$ cat config.mk
export PLATFORM = sky130hd
export DESIGN_NAME = pwm4_brk
export DESIGN_NICKNAME = d
export VERILOG_FILES = /design/src/rtl/pwm4_brk_pkg.sv /design/src/rtl/pwm4_counter.sv /design/src/rtl/pwm4_channel.sv /design/src/rtl/pwm4_halt_ctrl.sv /design/src/rtl/pwm4_brk.sv
export SDC_FILE = /design/constraint.sdc
export NUM_CORES = 1
export LEC_CHECK = 0
export ABC_AREA = 1
export BUFFER_PORTS_ARGS = -buffer_cell sky130_fd_sc_hd__buf_4
export CAP_MARGIN = 20
export CORE_MARGIN = 2
export CORE_UTILIZATION = 55
export CTS_CLUSTER_SIZE = 40
export DETAILED_ROUTE_END_ITERATION = 10
export PLACE_DENSITY = 0.74
export SLEW_MARGIN = 20
export SYNTH_ARGS = -nofsm -noshare
export SYNTH_HDL_FRONTEND = slang
export SYNTH_SLANG_ARGS = --single-unit
$ cat constraint.sdc
create_clock -name clk_i -period 1.8 [get_ports clk_i]
set_clock_uncertainty 0.15 [all_clocks]
set_input_delay 0.18 -clock clk_i [delete_from_list [all_inputs] [get_ports clk_i]]
set_output_delay 0.18 -clock clk_i [all_outputs]
set_load 0.1 [all_outputs]
$ cat src/rtl/pwm4_brk_pkg.sv
package pwm4_brk_pkg;
  localparam int unsigned NCH = 4;
  localparam int unsigned AW  = 4;
  localparam int unsigned DW  = 8;

  localparam logic [AW-1:0] A_HALT = 4'h0;
  localparam logic [AW-1:0] A_MODE = 4'h1;
  localparam logic [AW-1:0] A_STAT = 4'h2;

  typedef struct packed {
    logic           halt;
    logic           pin_en;
    logic [NCH-1:0] pat;
  } halt_cfg_t;
endpackage

$ cat src/rtl/pwm4_counter.sv
module pwm4_counter #(
  parameter int unsigned CW = 12
) (
  input  logic          clk_i,
  input  logic          rst_ni,
  output logic [CW-1:0] cnt_o,
  output logic          wrap_o
);
  localparam logic [CW-1:0] CMAX = '1;

  always_ff @(posedge clk_i or negedge rst_ni) begin
    if (!rst_ni) cnt_o <= '0;
    else         cnt_o <= cnt_o + 1'b1;
  end

  assign wrap_o = (cnt_o == CMAX);
endmodule

$ cat src/rtl/pwm4_channel.sv
module pwm4_channel #(
  parameter int unsigned CW = 12
) (
  input  logic          clk_i,
  input  logic          rst_ni,
  input  logic [CW-1:0] cnt_i,
  input  logic          wrap_i,
  input  logic          hi_we_i,
  input  logic          lo_we_i,
  input  logic [7:0]    wdata_i,
  input  logic          wave_mode_i,
  input  logic          clr_i,
  output logic [CW-1:0] shadow_o,
  output logic [CW-1:0] active_o,
  output logic          match_o,
  output logic          wave_o
);
  localparam int unsigned HW = CW - 8;

  always_ff @(posedge clk_i or negedge rst_ni) begin
    if (!rst_ni) begin
      shadow_o <= '0;
    end else begin
      if (hi_we_i) shadow_o[CW-1:8] <= wdata_i[HW-1:0];
      if (lo_we_i) shadow_o[7:0]    <= wdata_i;
    end
  end

  always_ff @(posedge clk_i or negedge rst_ni) begin
    if (!rst_ni)     active_o <= '0;
    else if (wrap_i) active_o <= shadow_o;
  end

  always_ff @(posedge clk_i or negedge rst_ni) begin
    if (!rst_ni)                                match_o <= 1'b0;
    else if (!wave_mode_i && cnt_i == active_o) match_o <= 1'b1;
    else if (clr_i)                             match_o <= 1'b0;
  end

  assign wave_o = wave_mode_i && (cnt_i < active_o);
endmodule

$ cat src/rtl/pwm4_halt_ctrl.sv
module pwm4_halt_ctrl
  import pwm4_brk_pkg::*;
(
  input  logic       clk_i,
  input  logic       rst_ni,
  input  logic       brk_ni,
  input  logic       we_i,
  input  logic [7:0] wdata_i,
  output halt_cfg_t  cfg_o,
  output logic       sync_lo_o
);
  logic s1_q, s2_q;

  always_ff @(posedge clk_i or negedge rst_ni) begin
    if (!rst_ni) begin
      s1_q <= 1'b1;
      s2_q <= 1'b1;
    end else begin
      s1_q <= brk_ni;
      s2_q <= s1_q;
    end
  end

  assign sync_lo_o = !s2_q;

  always_ff @(posedge clk_i or negedge rst_ni) begin
    if (!rst_ni) begin
      cfg_o <= '0;
    end else begin
      if (we_i) begin
        cfg_o.pin_en <= wdata_i[4];
        cfg_o.pat    <= wdata_i[NCH-1:0];
      end
      if (cfg_o.pin_en && sync_lo_o) cfg_o.halt <= 1'b1;
      else if (we_i)                 cfg_o.halt <= wdata_i[5];
    end
  end
endmodule

$ cat src/rtl/pwm4_brk.sv
module pwm4_brk
  import pwm4_brk_pkg::*;
#(
  parameter int unsigned CW = 12
) (
  input  logic          clk_i,
  input  logic          rst_ni,
  input  logic [AW-1:0] addr_i,
  input  logic [DW-1:0] wdata_i,
  input  logic          we_i,
  output logic [DW-1:0] rdata_o,
  input  logic          brk_ni,
  output logic [NCH-1:0] pwm_o
);
  localparam int unsigned SELW = $clog2(NCH);

  logic [CW-1:0]     cnt;
  logic              wrap;
  halt_cfg_t         cfg;
  logic              sync_lo;
  logic [NCH-1:0]    mode_q;
  logic [NCH-1:0]    match;
  logic [NCH-1:0]    wave;
  logic [NCH*CW-1:0] act_flat;
  logic [CW-1:0]     shadow [NCH];
  logic              halt_we, mode_we, stat_we, duty_sel;
  logic [SELW-1:0]   ch_sel;

  assign halt_we  = we_i && addr_i == A_HALT;
  assign mode_we  = we_i && addr_i == A_MODE;
  assign stat_we  = we_i && addr_i == A_STAT;
  assign duty_sel = addr_i[AW-1];
  assign ch_sel   = addr_i[SELW:1];

  pwm4_counter #(.CW(CW)) u_cnt (
    .clk_i(clk_i), .rst_ni(rst_ni), .cnt_o(cnt), .wrap_o(wrap)
  );

  pwm4_halt_ctrl u_halt (
    .clk_i(clk_i), .rst_ni(rst_ni), .brk_ni(brk_ni), .we_i(halt_we),
    .wdata_i(wdata_i), .cfg_o(cfg), .sync_lo_o(sync_lo)
  );

  always_ff @(posedge clk_i or negedge rst_ni) begin
    if (!rst_ni)      mode_q <= '0;
    else if (mode_we) mode_q <= wdata_i[NCH-1:0];
  end

  for (genvar g = 0; g < NCH; g++) begin : g_ch
    logic hit;
    assign hit = we_i && duty_sel && ch_sel == SELW'(g);
    pwm4_channel #(.CW(CW)) u_ch (
      .clk_i(clk_i), .rst_ni(rst_ni), .cnt_i(cnt), .wrap_i(wrap),
      .hi_we_i(hit && !addr_i[0]), .lo_we_i(hit && addr_i[0]),
      .wdata_i(wdata_i), .wave_mode_i(mode_q[g]),
      .clr_i(stat_we && wdata_i[g]),
      .shadow_o(shadow[g]), .active_o(act_flat[g*CW +: CW]),
      .match_o(match[g]), .wave_o(wave[g])
    );
  end

  always_comb begin
    logic [15:0] sh16;
    sh16    = 16'(shadow[ch_sel]);
    rdata_o = '0;
    if (duty_sel) begin
      rdata_o = addr_i[0] ? sh16[7:0] : sh16[15:8];
    end else begin
      case (addr_i)
        A_HALT:  rdata_o = {2'b00, cfg.halt, cfg.pin_en, cfg.pat};
        A_MODE:  rdata_o = DW'(mode_q);
        A_STAT:  rdata_o = DW'(match);
        default: rdata_o = '0;
      endcase
    end
  end

  assign pwm_o = cfg.halt ? cfg.pat : wave;
endmodule

==> summary.md <==
| Metric | Value |
|---|---|
| Starting density of the core | `0.5656` |
| Port Buffer Count | `27` |
| Setup ws final | `-674.8 ps` |
| Total I/O pin count | `28` |
| RSZ-0062 raised after global routing | `yes` |
| Sequential area share after synthesis | `0.4552` |
| Start point of the critical path | `g_ch[0].u_ch.active_o[8]$_DFFE_PN0N_` |
| Critical path class | `reg -> out` |
| Peak supply drop | `0.8063 mV` |
| Maximum frequency from static timing analysis | `404.1 MHz` |
| Average cell area after synthesis | `7.969 um^2` |
| Flop and latch count out of synthesis | `124` |
| Setup TNS | `-16350 ps` |
| Wire length reported by the detailed router | `27.04 mm` |
| Cell area after placement | `7438 um^2` |
| Detail-routed net length per standard cell | `23.17 um` |
| Clk Tree Root Cell | `clkbuf_16` |
| # nets final | `1051` |
| Via density per instance | `6.033` |
| Violated checks | `negative setup slack` |
| Distinct cells, synth | `31` |
| Total gr overflow | `0` |
| Die height | `115.4 um` |
| Number of enable-type register cells in the synthesized netlist | `0` |
| Yosys warning total | `0` |
| Area of all placed cells without fillers | `10200 um^2` |
| Netlist area before placement | `6822 um^2` |
| Async set or reset register ratio after synthesis | `1.000` |
| Clock latency on the worst-skew pair | `430 ps` |
| Residual DRC | `0` |
| Path depth of the worst reg2reg path | `7` |
| Syn nets | `921` |
| Status | `finished with violations` |
| Power Dens Cells | `913.0 nW/um^2` |
| Startpoint Class | `flop` |
| Final HPWL from detailed placement | `12.95 mm` |
| CTS tree | `done` |
| Class of the most critical hold timing path | `in -> reg` |
| Maximum fanout count along the critical path | `2` |
| Die area | `13310 um^2` |
| Number of global-route vias before repair | `6234` |
| Number of violations reported at the end of detailed-routing iteration 0 | `1008` |
| Data arrival at the endpoint of the critical path | `2140 ps` |
| Die Wd | `115.4 um` |
| Via total after detailed routing | `7040` |
| Worst-Margin Slew | `566.8 ps` |
| Clock transition at the registers of the reported paths | `60 ps` |
| GRT Resource Usage Total | `0.3287` |
| Number of core rows | `40` |
| Reg-to-reg critical path endpoint | `g_ch[2].u_ch.active_o[8]$_DFFE_PN0N_` |
| CTS sink count | `124` |
| Data required time at the worst endpoint | `1470 ps` |
| Hold EP | `g_ch[3].u_ch.shadow_o[4]$_DFFE_PN0P_` |
| Final setup violation count | `62` |
| Final worst path period need | `2475 ps` |
| Final Slew Violations | `0` |
| Initial antenna violation count | `0` |
| DRT Pass-1 Iters | `7` |
| Number of buffers inserted during clock tree synthesis | `17` |
| Max-cap check violation count | `0` |
| Area delta synth->final | `49.52%` |
| Sort of element at the end of the critical path | `output pin` |
| Worst-case headroom to the max-slew limit | `0.6217` |
| Number of buffers between clock root and the deepest sink | `2` |
| Hold Vio Cnt, Final | `0` |
| P_leak | `0.004746 uW` |
| Standard cell core area | `12060 um^2` |
| Ratio of cells with drive above 1 in the final layout | `0.4324` |
| Antenna violation net count after detailed routing | `0` |
| Htree depth | `4` |
| Diode insertion count for antenna repair | `0` |
| Launch instance of the worst register-to-register path | `u_cnt.cnt_o[9]$_DFF_PN0_` |
| Number of instances in the synthesized netlist | `856` |
| Cell depth of the worst hold path | `3` |
| Flop-to-flop setup slack | `-390 ps` |
| Wire length of the first global-routing pass | `32.63 mm` |
| Ys flop type | `dfrtp_1` |
| Final worst-path cycle share | `1.375` |
| Hold Crit Start | `wdata_i[4]` |
| Last weighted congestion value of the routability-driven placer | `0.9333` |
| Pin count of the biggest net entering global routing | `42` |
## cells in the final DEF (no fill, tap or decap), types with 2 or more instances in the layout
cell and n:
a21oi_1 8, a21oi_2 5, a21oi_4 2, and2_4 3, buf_12 17, buf_16 3, buf_4 98, buf_6 7
bufinv_16 7, clkbuf_1 2, clkbuf_16 21, clkinv_2 3, dfrtp_1 107, dfrtp_2 15, dfstp_2 2, dlygate4sd3_1 5
ha_1 12, ha_4 37, inv_1 118, inv_2 30, nand2_1 173, nand2_2 37, nand2_4 38, nand3_1 22
nand3_2 6, nand3_4 5, nand4_1 7, nor2_1 39, nor2_2 17, nor2_4 10, nor3_1 5, o21ai_0 10
o21ai_1 48, o21ai_2 57, o22ai_2 4, xor2_1 8
## per-stage QoR
step	utilization	power, uW	worst slack [ps]	instances	hold WS, ps
floorplan	-	4177	-149.6	856	-265.6
finish	0.8456	9312	-674.8	1167	11.03
CTS	0.7491	8889	-428.6	1128	12.67
global placement	0.6167	4624	-155.6	1064	7.066
detailed placement	0.6167	4649	-204.1	1064	6.031
global route	0.8456	9546	-719.5	1167	38.12
## state kept, by name, summed over array words and instances (netlist names)
signal	cells
u_halt.s2_q	1
g_ch.u_ch.match_o	4
u_cnt.cnt_o	12
u_halt.cfg_o	6
u_halt.s1_q	1
g_ch.u_ch.active_o	48
mode_q	4
g_ch.u_ch.shadow_o	48
## timing repair
action	in CTS	in global routing
hold endpoints to repair	133	0
resized for setup	133	196
pin swaps	59	51
cloned	3	6
setup endpoints to repair	30	63
hold buffers	5	0
buffers inserted	24	35
## power by group
part           leakage, uW  switching (uW)  internal, uW
combinational      0.00281            1180           703
clock             0.000334            1300          2770
sequential         0.00161             271          3080
## worst max path at each step
| stage | endpoint | slack, ps | cells past startpoint |
|---|---|---|---|
| after floorplan | rdata_o[4] | -150 | 5 |
| after global placement | pwm_o[1] | -160 | 8 |
| after detailed placement | pwm_o[0] | -200 | 8 |
| after CTS | pwm_o[0] | -430 | 8 |
| after global routing | pwm_o[0] | -720 | 9 |
| final | pwm_o[0] | -670 | 9 |
## synth_stat cells, types with 3 or more instances
library cell | n | area (um^2)
o21ai_1 | 79 | 395.4
clkbuf_1 | 9 | 33.78
o21ai_0 | 21 | 105.1
and2_1 | 3 | 18.77
nand2_2 | 9 | 56.30
a21oi_1 | 15 | 75.07
nor2_4 | 3 | 33.78
nand2_1 | 238 | 893.4
buf_6 | 8 | 90.09
o21ai_2 | 16 | 140.1
inv_2 | 5 | 18.77
ha_1 | 49 | 613.1
buf_4 | 4 | 30.03
buf_2 | 3 | 15.01
inv_1 | 143 | 536.8
nand4_1 | 7 | 43.79
nand3_1 | 31 | 155.2
xor2_1 | 8 | 70.07
dfrtp_1 | 122 | 3053
nor2_1 | 61 | 229.0
nor3_1 | 6 | 30.03
o22ai_1 | 4 | 25.02
## worst max-delay path: stages (launching register included)
cell     delay (ps)
dfrtp_1         400
inv_1           220
ha_4            380
nand2_4          60
nor2_4          130
and2_4          170
nand2_4          50
nand3_4          90
nand2_4          60
buf_12          160
## cells by family after synthesis
| logic type | Yosys count | synth area share |
|---|---|---|
| AOI/OAI and AO/OA | 136 | 0.1099 |
| xor gates and xnor gates | 9 | 0.01156 |
| adders and majority gates | 49 | 0.08988 |
| buffers and inverters | 172 | 0.1062 |
| DFF | 124 | 0.4552 |
| and+or+nand+nor | 366 | 0.2273 |
## per-layer routing
| layer | track usage | up-vias | share of wire |
|---|---|---|---|
| li1 | - | 2955 | - |
| met1 | 0.4329 | 3412 | 0.37 |
| met2 | 0.5212 | 513 | 0.47 |
| met3 | 0.09067 | 160 | 0.11 |
| met4 | 0.1229 | 0 | 0.060 |
| met5 | 0 | - | 0 |
## final cells by class
class                   instances  area, um^2
multi-input cells             560        4219
flip-flops and latches        124        3124
fillers                       600        1862
repair buffers                135        1403
inverters                     148       555.5
clock buffers                  20       446.7
clock inverters                12       241.5
well taps                     168       210.2
Power figures use the tool's default switching activity.
